**config.mk**
```make
export PLATFORM = sky130hd
export DESIGN_NAME = nvsram_ctrl
export DESIGN_NICKNAME = d
export VERILOG_FILES = /design/src/rtl/nvs_pkg.sv /design/src/rtl/nvs_seq_detect.sv /design/src/rtl/nvs_xfer_seq.sv /design/src/rtl/nvs_arrays.sv /design/src/rtl/nvsram_ctrl.sv
export SDC_FILE = /design/constraint.sdc
export NUM_CORES = 2
export LEC_CHECK = 0
export BUFFER_PORTS_ARGS = -buffer_cell sky130_fd_sc_hd__buf_2
export CAP_MARGIN = 20
export CORE_UTILIZATION = 45
export CTS_BUF_LIST = sky130_fd_sc_hd__clkbuf_4
export DETAILED_ROUTE_END_ITERATION = 8
export PLACE_DENSITY = 0.65
export SETUP_SLACK_MARGIN = 0.3
export SLEW_MARGIN = 15
export SYNTH_ARGS = -nofsm -noshare
export SYNTH_HDL_FRONTEND = slang
export SYNTH_SLANG_ARGS = --single-unit
```
**constraint.sdc**
```tcl
create_clock -name clk -period 13.67 [get_ports clk]
set_input_delay 0 -clock clk [delete_from_list [all_inputs] [get_ports clk]]
set_output_delay 0 -clock clk [all_outputs]
set_load 0.01 [all_outputs]
```
**src/rtl/nvs_pkg.sv**
```systemverilog
package nvs_pkg;
    typedef enum logic [2:0] {
        XS_CLEAR,
        XS_LOAD,
        XS_SAVE,
        XS_SETTLE,
        XS_IDLE
    } xfer_state_e;

    localparam int SEQ_COMMON = 5;
endpackage

```
**src/rtl/nvs_seq_detect.sv**
```systemverilog
module nvs_seq_detect #(
    parameter int ADDR_W = 8,
    parameter logic [ADDR_W-1:0] SEQ0 = 8'h0E,
    parameter logic [ADDR_W-1:0] SEQ1 = 8'h38,
    parameter logic [ADDR_W-1:0] SEQ2 = 8'hC7,
    parameter logic [ADDR_W-1:0] SEQ3 = 8'h1F,
    parameter logic [ADDR_W-1:0] SEQ4 = 8'h70,
    parameter logic [ADDR_W-1:0] SEQ_STORE  = 8'hFC,
    parameter logic [ADDR_W-1:0] SEQ_RECALL = 8'h4C
) (
    input  logic              clk,
    input  logic              rst_n,
    input  logic              rd_acc_i,
    input  logic              wr_acc_i,
    input  logic [ADDR_W-1:0] addr_i,
    output logic              save_go_o,
    output logic              load_go_o
);
    import nvs_pkg::*;

    typedef struct packed {
        logic [2:0] step;
    } det_t;

    det_t cur_q, nxt_d;
    logic [ADDR_W-1:0] want;

    always_comb begin
        case (cur_q.step)
            3'd0:    want = SEQ0;
            3'd1:    want = SEQ1;
            3'd2:    want = SEQ2;
            3'd3:    want = SEQ3;
            default: want = SEQ4;
        endcase
    end

    always_comb begin
        nxt_d     = cur_q;
        save_go_o = 1'b0;
        load_go_o = 1'b0;
        if (wr_acc_i) begin
            nxt_d.step = 3'd0;
        end else if (rd_acc_i) begin
            if (cur_q.step == 3'(SEQ_COMMON)) begin
                save_go_o  = (addr_i == SEQ_STORE);
                load_go_o  = (addr_i == SEQ_RECALL);
                nxt_d.step = 3'd0;
            end else if (addr_i == want) begin
                nxt_d.step = cur_q.step + 3'd1;
            end else begin
                nxt_d.step = 3'd0;
            end
        end
    end

    always_ff @(posedge clk or negedge rst_n) begin
        if (!rst_n) cur_q <= '0;
        else        cur_q <= nxt_d;
    end

    // a write inside the sequence sends the detector back to its start
    p_write_aborts_r7: assert property (@(posedge clk) disable iff (!rst_n)
        wr_acc_i |=> (cur_q.step == 3'd0));

    // an idle (deselected) cycle leaves the step count alone
    p_idle_holds_r9: assert property (@(posedge clk) disable iff (!rst_n)
        (!rd_acc_i && !wr_acc_i) |=> $stable(cur_q.step));
endmodule

```
**src/rtl/nvs_xfer_seq.sv**
```systemverilog
module nvs_xfer_seq #(
    parameter int NROWS      = 32,
    parameter int STORE_WAIT = 4
) (
    input  logic                     clk,
    input  logic                     rst_n,
    input  logic                     save_go_i,
    input  logic                     load_go_i,
    output logic                     clr_en_o,
    output logic                     cpy_en_o,
    output logic                     sto_en_o,
    output logic [$clog2(NROWS)-1:0] row_o,
    output logic                     busy_o
);
    import nvs_pkg::*;

    localparam int RIDX_W = $clog2(NROWS);
    localparam int WAIT_W = $clog2(STORE_WAIT + 2);
    localparam logic [RIDX_W-1:0] LAST_ROW = RIDX_W'(NROWS - 1);

    typedef struct packed {
        xfer_state_e       st;
        logic [RIDX_W-1:0] row;
        logic [WAIT_W-1:0] wcnt;
    } seq_t;

    seq_t cur_q, nxt_d;

    always_comb begin
        nxt_d = cur_q;
        case (cur_q.st)
            XS_CLEAR: begin
                nxt_d.row = cur_q.row + 1'b1;
                if (cur_q.row == LAST_ROW) nxt_d.st = XS_LOAD;
            end
            XS_LOAD: begin
                nxt_d.row = cur_q.row + 1'b1;
                if (cur_q.row == LAST_ROW) nxt_d.st = XS_IDLE;
            end
            XS_SAVE: begin
                nxt_d.row  = cur_q.row + 1'b1;
                nxt_d.wcnt = '0;
                if (cur_q.row == LAST_ROW)
                    nxt_d.st = (STORE_WAIT > 0) ? XS_SETTLE : XS_IDLE;
            end
            XS_SETTLE: begin
                nxt_d.wcnt = cur_q.wcnt + 1'b1;
                if (cur_q.wcnt == WAIT_W'(STORE_WAIT - 1)) nxt_d.st = XS_IDLE;
            end
            default: begin
                nxt_d.row = '0;
                if (save_go_i)      nxt_d.st = XS_SAVE;
                else if (load_go_i) nxt_d.st = XS_CLEAR;
            end
        endcase
    end

    always_ff @(posedge clk or negedge rst_n) begin
        if (!rst_n) begin
            cur_q.st   <= XS_CLEAR;
            cur_q.row  <= '0;
            cur_q.wcnt <= '0;
        end else begin
            cur_q <= nxt_d;
        end
    end

    assign clr_en_o = (cur_q.st == XS_CLEAR);
    assign cpy_en_o = (cur_q.st == XS_LOAD);
    assign sto_en_o = (cur_q.st == XS_SAVE);
    assign row_o    = cur_q.row;
    assign busy_o   = (cur_q.st != XS_IDLE);

    // a detected save sequence launches a save at row zero
    p_save_launch_r5: assert property (@(posedge clk) disable iff (!rst_n)
        (!busy_o && save_go_i) |=> (sto_en_o && row_o == '0));

    // a detected restore sequence begins with the clearing pass
    p_load_launch_r6: assert property (@(posedge clk) disable iff (!rst_n)
        (!busy_o && load_go_i) |=> (clr_en_o && row_o == '0));

    // the clearing pass is always followed by the loading pass
    p_clear_then_load_r1: assert property (@(posedge clk) disable iff (!rst_n)
        (clr_en_o && row_o == LAST_ROW) |=> (cpy_en_o && row_o == '0));
endmodule

```
**src/rtl/nvs_arrays.sv**
```systemverilog
module nvs_arrays #(
    parameter int ADDR_W    = 8,
    parameter int DATA_W    = 8,
    parameter int ROW_BYTES = 8
) (
    input  logic              clk,
    input  logic                                     clr_en_i,
    input  logic                                     cpy_en_i,
    input  logic                                     sto_en_i,
    input  logic [ADDR_W-$clog2(ROW_BYTES)-1:0]      xfer_row_i,
    input  logic                                     wr_en_i,
    input  logic [ADDR_W-1:0]                        addr_i,
    input  logic [DATA_W-1:0]                        wdata_i,
    output logic [DATA_W-1:0]                        rd_byte_o
);
    localparam int COL_W  = $clog2(ROW_BYTES);
    localparam int RIDX_W = ADDR_W - COL_W;
    localparam int NROWS  = 1 << RIDX_W;
    localparam int ROW_W  = ROW_BYTES * DATA_W;

    logic [ROW_W-1:0] work_q   [NROWS];
    logic [ROW_W-1:0] shadow_q [NROWS];

    logic [RIDX_W-1:0] a_row;
    logic [COL_W-1:0]  a_col;

    assign a_row = addr_i[ADDR_W-1:COL_W];
    assign a_col = addr_i[COL_W-1:0];

    // The arrays are storage, not control state, so they are written
    // directly rather than through a next-value struct.
    always_ff @(posedge clk) begin
        for (int r = 0; r < NROWS; r++) begin
            if (clr_en_i && xfer_row_i == RIDX_W'(r))
                work_q[r] <= '0;
            else if (cpy_en_i && xfer_row_i == RIDX_W'(r))
                work_q[r] <= shadow_q[r];
            else if (wr_en_i && a_row == RIDX_W'(r))
                work_q[r][a_col*DATA_W +: DATA_W] <= wdata_i;

            if (sto_en_i && xfer_row_i == RIDX_W'(r))
                shadow_q[r] <= work_q[r];
        end
    end

    assign rd_byte_o = work_q[a_row][a_col*DATA_W +: DATA_W];

    // a host write is never requested while a row transfer is running
    p_no_host_write_in_xfer_r8: assert property (@(posedge clk)
        (clr_en_i || cpy_en_i || sto_en_i) |-> !wr_en_i);
endmodule

```
**src/rtl/nvsram_ctrl.sv**
```systemverilog
module nvsram_ctrl #(
    parameter int ADDR_W     = 8,
    parameter int DATA_W     = 8,
    parameter int ROW_BYTES  = 8,
    parameter int STORE_WAIT = 4,
    parameter logic [ADDR_W-1:0] SEQ0 = 8'h0E,
    parameter logic [ADDR_W-1:0] SEQ1 = 8'h38,
    parameter logic [ADDR_W-1:0] SEQ2 = 8'hC7,
    parameter logic [ADDR_W-1:0] SEQ3 = 8'h1F,
    parameter logic [ADDR_W-1:0] SEQ4 = 8'h70,
    parameter logic [ADDR_W-1:0] SEQ_STORE  = 8'hFC,
    parameter logic [ADDR_W-1:0] SEQ_RECALL = 8'h4C
) (
    input  logic              clk,
    input  logic              rst_n,
    input  logic              ce_n,
    input  logic              oe_n,
    input  logic              we_n,
    input  logic [ADDR_W-1:0] addr,
    input  logic [DATA_W-1:0] dq_wr,
    output logic [DATA_W-1:0] dq_rd,
    output logic              dq_drive,
    output logic              busy
);
    localparam int COL_W  = $clog2(ROW_BYTES);
    localparam int RIDX_W = ADDR_W - COL_W;
    localparam int NROWS  = 1 << RIDX_W;

    typedef struct packed {
        logic              drive;
        logic [DATA_W-1:0] data;
    } port_t;

    port_t out_q, out_d;

    logic rd_acc, wr_acc;
    logic save_go, load_go;
    logic clr_en, cpy_en, sto_en;
    logic [RIDX_W-1:0] xfer_row;
    logic [DATA_W-1:0] rd_byte;

    assign rd_acc = !ce_n && we_n  && !busy;
    assign wr_acc = !ce_n && !we_n && !busy;

    nvs_seq_detect #(
        .ADDR_W(ADDR_W), .SEQ0(SEQ0), .SEQ1(SEQ1), .SEQ2(SEQ2),
        .SEQ3(SEQ3), .SEQ4(SEQ4), .SEQ_STORE(SEQ_STORE), .SEQ_RECALL(SEQ_RECALL)
    ) u_detect (
        .clk(clk), .rst_n(rst_n), .rd_acc_i(rd_acc), .wr_acc_i(wr_acc),
        .addr_i(addr), .save_go_o(save_go), .load_go_o(load_go)
    );

    nvs_xfer_seq #(.NROWS(NROWS), .STORE_WAIT(STORE_WAIT)) u_xfer (
        .clk(clk), .rst_n(rst_n), .save_go_i(save_go), .load_go_i(load_go),
        .clr_en_o(clr_en), .cpy_en_o(cpy_en), .sto_en_o(sto_en),
        .row_o(xfer_row), .busy_o(busy)
    );

    nvs_arrays #(.ADDR_W(ADDR_W), .DATA_W(DATA_W), .ROW_BYTES(ROW_BYTES)) u_arrays (
        .clk(clk), .clr_en_i(clr_en), .cpy_en_i(cpy_en), .sto_en_i(sto_en),
        .xfer_row_i(xfer_row), .wr_en_i(wr_acc), .addr_i(addr),
        .wdata_i(dq_wr), .rd_byte_o(rd_byte)
    );

    always_comb begin
        out_d.drive = rd_acc && !oe_n;
        out_d.data  = out_d.drive ? rd_byte : '0;
    end

    always_ff @(posedge clk or negedge rst_n) begin
        if (!rst_n) out_q <= '0;
        else        out_q <= out_d;
    end

    assign dq_rd    = out_q.data;
    assign dq_drive = out_q.drive;

    // nothing is driven in the cycle after a transfer cycle
    p_busy_quiet_r8: assert property (@(posedge clk) disable iff (!rst_n)
        busy |=> !dq_drive);

    // a deselected cycle leaves the bus undriven and zero
    p_deselect_quiet_r3: assert property (@(posedge clk) disable iff (!rst_n)
        ce_n |=> (!dq_drive && dq_rd == '0));
endmodule

```
# Word level (Yosys, flattened, before mapping)

Memories as Yosys holds them, arrays and structs flattened.
Index checks and enable logic that the tools add are counted.
W data, S select, Z words.

$add $sub $neg: 4
Multipliers: 0
Divide/modulo/power cells: 0
Magnitude comparators: 0
Equal/unequal tests: 78
Shifts and indexed selects: 3
Multiplexer cells: 2,639
Bitwise logic cells: 2,080
Reduce and logical (&&, ||, !) cells: 208

Operators with widths:

| cell                      | count |
|---|---|
| $mux W64                  | 157 |
| $reduce_or A64 Y1         | 62 |
| $mux W1                   | 2,405 |
| $or A1 B1 Y1              | 2,080 |
| $mux W5                   | 62 |
| $eq A5 B5 Y1 const B      | 32 |
| $logic_and A1 B1 Y1       | 133 |
| $eq A5 B4 Y1 const B      | 16 |
| $shift A8 B34 Y64 const A | 1 |
| $shiftx A64 B7 Y8         | 1 |
| $shiftx A8 B34 Y64        | 1 |
| $eq A5 B3 Y1 const B      | 8 |
| $neg A6 Y34               | 1 |
| $pmux W8 S4               | 1 |
| $mux W3                   | 10 |
| $eq A5 B2 Y1 const B      | 4 |
| $eq A3 B2 Y1 const B      | 5 |
| $pmux W3 S4               | 1 |
| $eq A5 B1 Y1 const B      | 2 |
| $logic_not A5 Y1          | 2 |
| $pmux W5 S2               | 1 |
| $eq A8 B7 Y1 const B      | 1 |
| $eq A8 B8 Y1              | 1 |
| $eq A8 B8 Y1 const B      | 1 |
| other kinds (15)          | 24 |

Register bits: 23
Latch bits: 0
RAM bits: 4,096
Bits in read-only memories: 0
Bits of input ports: 21
Output and inout bits: 10
Logic and storage cells: 5,020
Memories kept: 2

Memory list:

| name              | depth | bits a word | read ports | clocked after Yosys merged registers in | write ports | line             | source |
|---|---|---|---|---|---|---|---|
| u_arrays.shadow_q | 32    | 64          | 32         | 0                                       | 1           | nvs_arrays.sv:22 | `logic [ROW_W-1:0] shadow_q [NROWS];` |
| u_arrays.work_q   | 32    | 64          | 33         | 0                                       | 1           | nvs_arrays.sv:21 | `logic [ROW_W-1:0] work_q [NROWS];` |

# Longest topological paths before layout

Word-level depth: 41
Depth in mapped cells: 12
Mapped depth without buffers: 8

# Cells and area by module

A second synthesis with hierarchy kept.

Cells, all modules: 10,091
Area, all modules: 165,047.0 µm²

By module, submodules not included:

| module         | times used | cells each | area an instance (µm²) | sequential area each (µm²) |
|---|---|---|---|---|
| nvs_arrays     | 1          | 9,954      | 163,712.0              | 122,998.0 |
| nvs_xfer_seq   | 1          | 66         | 621.8                  | 275.3 |
| nvs_seq_detect | 1          | 51         | 401.6                  | 75.1 |
| nvsram_ctrl    | 1          | 20         | 311.5                  | 225.2 |

# Worst setup path before layout

No wires, ideal clock.

Path kind: flip-flop to flip-flop
Start: register u_xfer.cur_q (netlist bit u_xfer.row_o[0])
End: memory u_arrays.shadow_q[18][0] (netlist name), enable pin
Setup time: 0.487 ns
Data arrival time: 3.821 ns
Required time: 13.183 ns
Slack: 9.362 ns
Cell stages (with the launch flop): 6
Path buffers: 1
Period minus slack after synthesis: 4.308 ns
Cell sequence: dfrtp_1 inv_1 ha_1 clkbuf_1 nand2_1 nor2_1

Cells in the longest elaborated chain, start to end: 36

Ends and longest elaborated chain:

| what                                                                     | line               | source |
|---|---|---|
| start: declaration                                                       | nvs_xfer_seq.sv:27 | `seq_t cur_q, nxt_d;` |
| start signal: assignment                                                 | nvs_xfer_seq.sv:64 | `cur_q <= nxt_d;` |
| $eq A5 B1 Y1                                                             | nvs_arrays.sv:41   | `if (sto_en_i && xfer_row_i == RIDX_W'(r))` |
| $logic_and A1 B1 Y1                                                      | nvs_arrays.sv:41   |  |
| $mux W1                                                                  | nvs_arrays.sv:41   |  |
| $mux W1 (implied by the code)                                            | nvs_arrays.sv:42   | `shadow_q[r] <= work_q[r];` |
| $reduce_or A64 Y1 (no source line)                                       | -                  |  |
| $mux W5 (no source line) / $mux W1 (equally long branches) (31 in a row) | -                  |  |
| end: declaration                                                         | nvs_arrays.sv:22   |  |

Parallel ways exist; a longest one is shown, timed or not.

==> parameters.txt <==
Parameter                              Value

Outcome
  Result of the run    complete, no violations

Worst setup path
  Largest fanout of any net on the critical path    19
  Startpoint type of the worst setup path    input pin
  Crit. End Element    flop
  Data required time at the worst endpoint    15.30 ns
  Data arrival time at the worst-slack endpoint    7.06 ns
  Minimum setup slack among reg-to-reg paths    8.84 ns
  Critical path class    in -> reg

Layout
  Post-layout instance area    184000 µm²
  Total Nets Final    10700
  Most common cell after layout, fill and taps aside    sky130_fd_sc_hd__edfxtp_1
  Commonest cells after routing, fill and taps aside    4096 x sky130_fd_sc_hd__edfxtp_1, 1549 x sky130_fd_sc_hd__clkbuf_4, 1211 x sky130_fd_sc_hd__a22o_1, 1206 x sky130_fd_sc_hd__nand2_1, 999 x sky130_fd_sc_hd__o21ai_0
  Share of cells above drive strength 1    23.2%
  Area growth from synthesis to final layout    12.0%
  Fill count    29500

Power
  Internal power component    19200 µW
  Power per cell area    135 nW/µm²
  Switch share    23.0%
  Proportion of power drawn by flip-flops and latches    54.8%
  Fraction of power consumed by combinational cells    2.9%
  Max VDD drop    0.0841 mV
  Fraction of power consumed by the clock network    42.3%
  P_sw    5750 µW
  Leakage power of the design    0.0533 µW

STA
  Number of max-slew violations in the final report    0
  Setup-failing EPs final    0
  Worst Max-Slew Pin Slew    1.39 ns
  Achievable clock frequency    0.184 GHz
  Clock tree skew after final layout    0.170 ns
  Portion of the clock cycle consumed by the worst path in the final layout    39.7%
  Min Clock Period, post-route    5.43 ns
  Max_slew headroom    7.37%
  Final setup TNS    0 ns
  RSZ-0062 raised after global routing    false
  Number of endpoints with negative hold slack in the final report    0

Die
  Floorplan die area    368000 µm²
  Standard-cell rows    221
  Die Width    607 µm
  Number of top-level pins    31
  Initial core utilization    45.3%
  Die extent in y    607 µm
  CORE AREA    363000 µm²

Synthesis
  Top-area cell type share of the netlist area    74.8%
  Mapped Avg Cell Area    16.8 µm²
  Number of flops mapped to enable cells by yosys    4096
  Synthesized area    165000 µm²
  Yosys warnings    0
  Synth Net Count    9827
  Fraction of synthesis flops using an asynchronous set or reset pin    0.558%
  Post-synthesis cell type count    79
  #FFs+latches synth    4119
  Portion of the post-synthesis area used by sequential elements    75.1%
  Largest area contributor in the netlist    sky130_fd_sc_hd__edfxtp_1
  Syn Inst Count    9788
  Synth area leaders    sky130_fd_sc_hd__edfxtp_1 75%, sky130_fd_sc_hd__a22o_1 6.4%, sky130_fd_sc_hd__mux4_2 5.7%, sky130_fd_sc_hd__o21ai_0 3.2%, sky130_fd_sc_hd__nand2_1 2.8%
  Flip-flop cell with the highest count after synthesis    sky130_fd_sc_hd__edfxtp_1

Detailed routing
  Violation count after the first detailed-routing iteration    17500
  DR WL/cell    34.8 µm
  Antenna viol nets, final    0
  DRC violation count after routing    0
  Detailed-routing iteration count for the pre-antenna-repair pass    8
  Ratio of routed vias to standard cells    6.71
  Post-Route WL    560 mm
  Top layer used by detailed routing    met5
  Post-Route M1 WL    200 mm
  Met2 routed wirelength    242 mm
  Detailed route wirelength on metal3    85.6 mm
  Total number of vias    108000

Clock tree
  TritonCTS clock tree    built
  Clk sinks    4119
  Post-CTS setup buffer count    0
  Number of buffers on the longest clock path    5
  Number of clock buffers inserted by TritonCTS    1117
  Deepest level of the CTS H-tree    7
  Root buffer cell    sky130_fd_sc_hd__clkbuf_4
  Clock latency reported for the late side of the worst-skew pair    1.69 ns
  CTS clock-pin slew for the worst setup and hold paths    0.07 ns

Global routing
  Vias in the first global route    105000
  Antenna violations before repair    44
  Total gr overflow    0
  Wire length of the first global-routing pass    789 mm
  Overall global routing resource usage    30.3%
  Maximum number of pins on one net before global-route repair    84

Placed design
  Detailed placer's ending HPWL    346 mm
  Global placement routability congestion    0.967
  Standard cell area after detailed placement    171000 µm²
  Number of buffers inserted by port buffering    30

Flow run
  # Max-Cap Violations    0

Worst hold path
  Class of the tightest hold or removal check    in -> reg
-- worst paths after layout --
| path | from | endpoint | depth (start not counted) |
|---|---|---|---|
| worst max-delay path | addr[6] | dq_rd[6]$_DFF_PN0_ | 14 |
| min in group asynchronous | rst_n | u_detect.cur_q[1]$_DFFE_PN0P_ | 6 |
| worst min-delay path | addr[7] | dq_rd[1]$_DFF_PN0_ | 7 |
| worst min register to register | u_arrays.work_q[12][45]$_DFFE_PP_ | u_arrays.shadow_q[12][45]$_DFFE_PP_ | 0 |
| max in group asynchronous | rst_n | u_xfer.row_o[0]$_DFFE_PN0N_ | 6 |
| worst max register to register | u_xfer.cur_q[10]$_DFFE_PN0P_ | u_arrays.work_q[10][2]$_DFFE_PP_ | 8 |
-- registers in the layout, summed over array words and instances, names as in the netlist --
register / count
u_arrays.work_q: 2048
u_xfer.row_o: 5
dq_drive: 1
dq_rd: 8
u_arrays.shadow_q: 2048
u_xfer.cur_q: 6
u_detect.cur_q: 3
-- Yosys cell counts, types with 58 or more instances --
| cell | number |
|---|---|
| sky130_fd_sc_hd__a221oi_1 | 58 |
| sky130_fd_sc_hd__edfxtp_1 | 4096 |
| sky130_fd_sc_hd__nor2_1 | 197 |
| sky130_fd_sc_hd__nand2_1 | 1213 |
| sky130_fd_sc_hd__clkbuf_1 | 520 |
| sky130_fd_sc_hd__o22ai_1 | 59 |
| sky130_fd_sc_hd__a22o_1 | 1211 |
| sky130_fd_sc_hd__mux2i_1 | 184 |
| sky130_fd_sc_hd__nand3_1 | 62 |
| sky130_fd_sc_hd__o21ai_0 | 1042 |
| sky130_fd_sc_hd__mux4_2 | 418 |
| sky130_fd_sc_hd__buf_2 | 91 |
-- critical path, stage by stage --
cell and delay, ns:
sky130_fd_sc_hd__dlygate4sd3_1 0.53, sky130_fd_sc_hd__buf_4 0.45, sky130_fd_sc_hd__dlygate4sd3_1 1.10, sky130_fd_sc_hd__buf_4 0.50
sky130_fd_sc_hd__or3b_2 0.89, sky130_fd_sc_hd__buf_4 0.45, sky130_fd_sc_hd__o221ai_1 0.61, sky130_fd_sc_hd__a221oi_1 0.18
sky130_fd_sc_hd__a2111oi_1 0.57, sky130_fd_sc_hd__buf_4 0.27, sky130_fd_sc_hd__a221oi_1 0.08, sky130_fd_sc_hd__dlygate4sd3_1 0.63
sky130_fd_sc_hd__nor4_2 0.14, sky130_fd_sc_hd__dlygate4sd3_1 0.57
-- power groups by stage --
stage          Clock [µW]  Sequential [µW]  Combinational [µW]
6_report            10600            13700                 729
5_1_grt             11200            13700                 715
4_1_cts             10600            13700                 690
3_5_place_dp            0            13900                 663
3_3_place_gp            0            13900                 661
2_1_floorplan           0            13900                 338
-- per-stage QoR --
stage	setup WS, ns	power [µW]	util [%]	cells	hold WS, ns
2_1_floorplan	9.36	14300	-	9788	-0.296
3_3_place_gp	7.80	14600	46.9	14200	0.122
3_5_place_dp	8.17	14600	47.0	14200	0.113
4_1_cts	8.64	25000	50.7	16000	0.00915
5_1_grt	8.59	25600	50.7	16100	0.163
6_report	8.24	24900	50.7	16100	0.175
-- cell families (layout without fill, tap and decap cells) --
kind of cell | count (synthesis) | in the layout | synth area share [%]
flops | 4119 | 4119 | 75.1
compound gates | 2585 | 2585 | 11.2
simple gates | 1699 | 1699 | 4.34
buf+inv | 724 | 2193 | 2.01
mux | 639 | 639 | 7.22
fa+ha+maj | 18 | 18 | 0.137
xor+xnor | 4 | 4 | 0.0213
other cells | 0 | 39 | 0
-- routing by layer --
metal | vias up | GRT usage, %
li1 | 41600 | -
met1 | 54500 | 39.9
met2 | 10200 | 43.3
met3 | 1619 | 11.2
met4 | 24 | 17.4
met5 | - | 0
-- repair_timing --
| item | 4_1_cts | 5_1_grt |
|---|---|---|
| gates resized for setup | 0 | 0 |
| hold buffers | 68 | 1 |
| hold endpoints to repair | 3391 | 10 |
-- layout make-up --
| cell class | count | area, µm² | share of cell area, % |
|---|---|---|---|
| repair buffers | 445 | 3590 | 1.95 |
| clock buffers | 1548 | 11600 | 6.31 |
| well taps | 4794 | 6000 | 3.26 |
| diodes | 39 | 97.6 | 0.0530 |
| clock inverters | 184 | 1020 | 0.552 |
| flip-flops and latches | 4119 | 124000 | 67.1 |
| inverters | 16 | 61.3 | 0.0333 |
| multi-input cells | 4945 | 38200 | 20.8 |
Power figures use the tool's default switching activity.
